<file path="config.mk">
export PLATFORM = sky130hd
export DESIGN_NAME = ext_irq_ctrl
export DESIGN_NICKNAME = d
export VERILOG_FILES = /design/src/rtl/ext_irq_pkg.sv /design/src/rtl/ext_irq_datapath.sv /design/src/rtl/ext_irq_control.sv /design/src/rtl/ext_irq_ctrl.sv
export SDC_FILE = /design/constraint.sdc
export NUM_CORES = 1
export LEC_CHECK = 0
export ABC_CLOCK_PERIOD_IN_PS = 3600
export BUFFER_PORTS_ARGS = -buffer_cell sky130_fd_sc_hd__clkbuf_2
export CAP_MARGIN = 20
export CORE_MARGIN = 3
export CORE_UTILIZATION = 25
export DETAILED_ROUTE_END_ITERATION = 7
export SLEW_MARGIN = 30
export SYNTH_ARGS = -nofsm -noshare
export SYNTH_HDL_FRONTEND = slang
export SYNTH_SLANG_ARGS = --single-unit
</file>
<file path="constraint.sdc">
create_clock -name clk -period 3.6 [get_ports clk]
set_clock_uncertainty 0.15 [all_clocks]
set_input_delay 0.72 -clock clk [delete_from_list [all_inputs] [get_ports clk]]
set_output_delay 0.72 -clock clk [all_outputs]
set_load 0.005 [all_outputs]
</file>
<file path="src/rtl/ext_irq_pkg.sv">
package ext_irq_pkg;
  localparam int unsigned REG_W    = 8;
  localparam int unsigned EN_BIT   = 4;
  localparam int unsigned EDGE_BIT = 5;
  localparam logic [REG_W-1:0] CTRL_RESET = 8'h10;

  // strobes from control to datapath
  typedef struct packed {
    logic ctrlWrite;
    logic latchSet;
    logic latchClr;
  } irqStrobe_t;
endpackage

</file>
<file path="src/rtl/ext_irq_datapath.sv">
module ext_irq_datapath
  import ext_irq_pkg::*;
#(
  parameter int unsigned SYNC_STAGES = 2,
  parameter int unsigned ADDR_W      = 8,
  parameter logic [ADDR_W-1:0] CTRL_ADDR = 8'h0C
) (
  input  logic              clk,
  input  logic              rstN,
  input  logic              pinIrqN,
  input  logic [ADDR_W-1:0] busAddr,
  input  logic [REG_W-1:0]  busWrData,
  input  irqStrobe_t        strobe,
  output logic              syncLevel,
  output logic              prevLevel,
  output logic [REG_W-1:0]  ctrlQ,
  output logic              latchQ,
  output logic [REG_W-1:0]  busRdData
);
  localparam int unsigned LAST = SYNC_STAGES - 1;

  logic [SYNC_STAGES-1:0] syncQ;
  logic                   prevQ;

  // synchronizer chain, idle level high
  for (genvar g = 0; g < SYNC_STAGES; g++) begin : g_sync
    if (g == 0) begin : g_first
      always_ff @(posedge clk) begin
        if (!rstN) syncQ[g] <= 1'b1;
        else       syncQ[g] <= pinIrqN;
      end
    end else begin : g_next
      always_ff @(posedge clk) begin
        if (!rstN) syncQ[g] <= 1'b1;
        else       syncQ[g] <= syncQ[g-1];
      end
    end
  end

  always_ff @(posedge clk) begin
    if (!rstN) prevQ <= 1'b1;
    else       prevQ <= syncQ[LAST];
  end

  always_ff @(posedge clk) begin
    if (!rstN)                 ctrlQ <= CTRL_RESET;
    else if (strobe.ctrlWrite) ctrlQ <= busWrData;
  end

  // set dominates clear
  always_ff @(posedge clk) begin
    if (!rstN)                latchQ <= 1'b0;
    else if (strobe.latchSet) latchQ <= 1'b1;
    else if (strobe.latchClr) latchQ <= 1'b0;
  end

  assign syncLevel = syncQ[LAST];
  assign prevLevel = prevQ;

  always_comb begin
    busRdData = '0;
    if (busAddr == CTRL_ADDR) busRdData = ctrlQ;
  end
endmodule

</file>
<file path="src/rtl/ext_irq_control.sv">
module ext_irq_control
  import ext_irq_pkg::*;
#(
  parameter int unsigned ADDR_W = 8,
  parameter logic [ADDR_W-1:0] CTRL_ADDR = 8'h0C
) (
  input  logic              syncLevel,
  input  logic              prevLevel,
  input  logic [REG_W-1:0]  ctrlQ,
  input  logic              latchQ,
  input  logic [ADDR_W-1:0] busAddr,
  input  logic              busWrEn,
  input  logic              cpuMaskI,
  input  logic              irqAck,
  output irqStrobe_t        strobe,
  output logic              irqReq
);
  logic enable;
  logic edgeMode;
  logic fallSeen;
  logic trigger;

  assign enable   = ctrlQ[EN_BIT];
  assign edgeMode = ctrlQ[EDGE_BIT];
  assign fallSeen = prevLevel & ~syncLevel;
  assign trigger  = edgeMode ? fallSeen : ~syncLevel;

  always_comb begin
    strobe           = '0;
    strobe.ctrlWrite = busWrEn && (busAddr == CTRL_ADDR);
    strobe.latchSet  = enable & trigger;
    strobe.latchClr  = irqAck;
  end

  assign irqReq = latchQ & enable & ~cpuMaskI;
endmodule

</file>
<file path="src/rtl/ext_irq_ctrl.sv">
module ext_irq_ctrl
  import ext_irq_pkg::*;
#(
  parameter int unsigned SYNC_STAGES = 2,
  parameter int unsigned ADDR_W      = 8,
  parameter logic [ADDR_W-1:0] CTRL_ADDR = 8'h0C,
  parameter logic [15:0] VEC_ADDR = 16'h1FFA
) (
  input  logic              clk,
  input  logic              rstN,
  input  logic              pinIrqN,
  input  logic [ADDR_W-1:0] busAddr,
  input  logic              busWrEn,
  input  logic [REG_W-1:0]  busWrData,
  output logic [REG_W-1:0]  busRdData,
  input  logic              cpuMaskI,
  input  logic              irqAck,
  output logic              irqReq,
  output logic              irqPending,
  output logic [15:0]       irqVector
);
  irqStrobe_t       strobe;
  logic             syncLevel;
  logic             prevLevel;
  logic [REG_W-1:0] ctrlQ;
  logic             latchQ;

  ext_irq_datapath #(
    .SYNC_STAGES(SYNC_STAGES), .ADDR_W(ADDR_W), .CTRL_ADDR(CTRL_ADDR)
  ) dp_i (
    .clk(clk), .rstN(rstN), .pinIrqN(pinIrqN), .busAddr(busAddr),
    .busWrData(busWrData), .strobe(strobe), .syncLevel(syncLevel),
    .prevLevel(prevLevel), .ctrlQ(ctrlQ), .latchQ(latchQ),
    .busRdData(busRdData)
  );

  ext_irq_control #(
    .ADDR_W(ADDR_W), .CTRL_ADDR(CTRL_ADDR)
  ) ctl_i (
    .syncLevel(syncLevel), .prevLevel(prevLevel), .ctrlQ(ctrlQ),
    .latchQ(latchQ), .busAddr(busAddr), .busWrEn(busWrEn),
    .cpuMaskI(cpuMaskI), .irqAck(irqAck), .strobe(strobe), .irqReq(irqReq)
  );

  assign irqPending = latchQ;
  assign irqVector  = VEC_ADDR;
endmodule

</file>
==> results.json <==
{
  "outcome": "completed",
  "syn_inst": 78,
  "drt_iter0_drc": 14,
  "worstHoldPathCells": 1,
  "power.density_mw_per_mm2": 321,
  "drive_above_1_share": 0.417,
  "rr_endpoint": "dp_i.latchQ$_SDFFE_PN0P_",
  "slew_violations": 0,
  "setup_tns_ps": 0,
  "grt_max_degree": 20,
  "grt_pass1_vias": 481,
  "core_mm2": 0.00254,
  "wl_met1_um": 578,
  "grt_pass1_wl_mm": 2.03,
  "ys_seq_area_frac": 0.352,
  "drc": 0,
  "gp_congestion": 0.588,
  "place_area_um2": 791,
  "worstSkewPairLatency_ps": 260,
  "dr_wl_met3_um": 176,
  "fillers": 283,
  "r2r_start": "dp_i.ctrlQ[4]$_SDFFE_PN1P_",
  "die_h_um": 58.2,
  "critical_path_class": "in -> out",
  "holdWs_ps": 259,
  "vdd_drop_max_mv": 0.211,
  "cts_tree": "yes",
  "antenna_found_initial": 0,
  "required_ps": 2730,
  "ctsHoldBuffers": 0,
  "crit_fanout": 10,
  "yosysWarnings": 0,
  "top_layer": "met3",
  "area_growth_pct": 21.3,
  "worstHoldPathType": "reg -> reg",
  "grt_setup_unrepaired": "false",
  "die_x_um": 58.2,
  "start_util": 0.268,
  "post_cts_resized": 0,
  "crit_chain": "clkbuf_2, nor4_4, and3_2, clkbuf_2",
  "fin_nets": 131,
  "end_kind": "output pin",
  "final_common_cell": "clkbuf_2",
  "cp-start-kind": "input port",
  "post-route-period-util": 0.705,
  "antenna_cells": 0,
  "hold_viol": 0,
  "reg2reg_setup_slack_ps": 2600,
  "syn_area_um2": 682,
  "hp-start": "dp_i.syncQ[0]$_SDFF_PN1_",
  "avgSynthCellArea_um2": 8.74,
  "clkSinkCount": 12,
  "cp_top_family": "simple AND/OR/NAND/NOR gates",
  "cp_slowest_stage_delay_ps": 480,
  "clk_pin_slew_ps": 70,
  "root_buffer": "clkbuf_4",
  "first_pass_iters": 4,
  "reg2reg_depth": 3,
  "design_area_um2": 827,
  "synth_seq_cells": 12,
  "wl_per_cell_um": 9.42,
  "dr_total_vias": 544,
  "clk_path_buf_depth": 2,
  "holdPathEnd": "dp_i.syncLevel$_SDFF_PN1_",
  "fp-row-count": 18,
  "post_cts_buffers": 0,
  "grt_util_all_layers": 0.0759,
  "setup_slack_ps": 1060,
  "drt_wl_total_mm": 1.30,
  "io-pin-count": 48,
  "htreeDepth": 1,
  "grt-ovfl-total": 0,
  "portBuffers": 31,
  "setup_viol": 0,
  "die_area_mm2": 0.00339,
  "crit_slowest_cell": "nor4_4",
  "power.leakage_nw": 0.433,
  "hpwl_mm": 1.07,
  "arrival_ps": 1670,
  "path_common_cell": "clkbuf_2",
  "final_cell_mix": "clkbuf_2, conb_1, nand2_1",
  "vias_per_cell": 3.94,
  "drv_cap": 0,
  "path_buf_inv": 2,
  "period_minus_slack_ps": 2540,
  "cts_buffers": 3,
  "wl_met2_um": 545,
  "fmax_mhz": 394,
  "synth.distinct_cells": 19,
  "place_ws_ps": 1060,
  "drtAntennaViolNets": 0
}
registers in the layout, summed over array words and instances, names as in the netlist:
register	flops
dp_i.ctrlQ	8
dp_i.latchQ	1
dp_i.prevLevel	1
dp_i.syncLevel	1
dp_i.syncQ	1
cells by family (layout without fill, tap and decap cells):
family	Yosys count	count (layout)	synth area share
simple gates	32	32	0.277
buf+inv	22	38	0.222
flops	12	12	0.352
mux	7	7	0.103
compound gates	3	3	0.0349
other cells	2	16	0.0110
area by class of cell:
cell class | count | area (um2) | share of cell area
tap | 30 | 37.5 | 0.0454
clock buffer | 4 | 36.3 | 0.0439
multi-input combinational | 58 | 343 | 0.415
inverter | 2 | 7.51 | 0.00908
timing repair buffer | 32 | 163 | 0.197
sequential | 12 | 240 | 0.290
worst register-to-register path: stages, from the launching register on:
cell and delay, ps:
dfxtp_1 350, inv_1 60, a211o_1 220, a21boi_0 150
metrics by stage:
step | util | std cells | total power [mW]
2_1_floorplan | - | 92 | 0.163
3_3_place_gp | 0.311 | 134 | 0.165
3_5_place_dp | 0.311 | 134 | 0.165
4_1_cts | 0.325 | 138 | 0.271
5_1_grt | 0.325 | 138 | 0.280
6_report | 0.325 | 138 | 0.266
power by group:
group          total (mW)  switching, mW  internal, mW
Clock               0.103         0.0421        0.0614
Combinational      0.0270         0.0145        0.0125
Sequential          0.135       0.000667         0.134
Total               0.266         0.0573         0.208
synthesized netlist by cell type, drive strengths merged:
master  count  area [um2]
a21boi      1        7.51
nand2      15        56.3
nor4bb      1        10.0
o211ai      1        7.51
nand4       1        6.26
clkbuf      3        12.5
inv         2        7.51
buf        17         131
and3        9        66.3
nand2b      4        25.0
conb        2        7.51
nor4        1        21.3
a211o       1        8.76
nor2        1        3.75
mux2i       7        70.1
dfxtp      12         240
routing by layer:
layer	vias to the layer above	GRT usage
li1	283	-
met1	226	0.104
met2	35	0.111
met3	0	0.0290
met4	0	0.0199
met5	-	0
worst max path at each step:
stage               cells past startpoint       start            to
floorplan                               3  busAddr[1]  busRdData[0]
global placement                        4  busAddr[5]  busRdData[6]
detailed placement                      4  busAddr[5]  busRdData[4]
CTS                                     4  busAddr[5]  busRdData[4]
global route                            4  busAddr[5]  busRdData[4]
finish                                  4  busAddr[5]  busRdData[4]
Power figures use the tool's default switching activity.
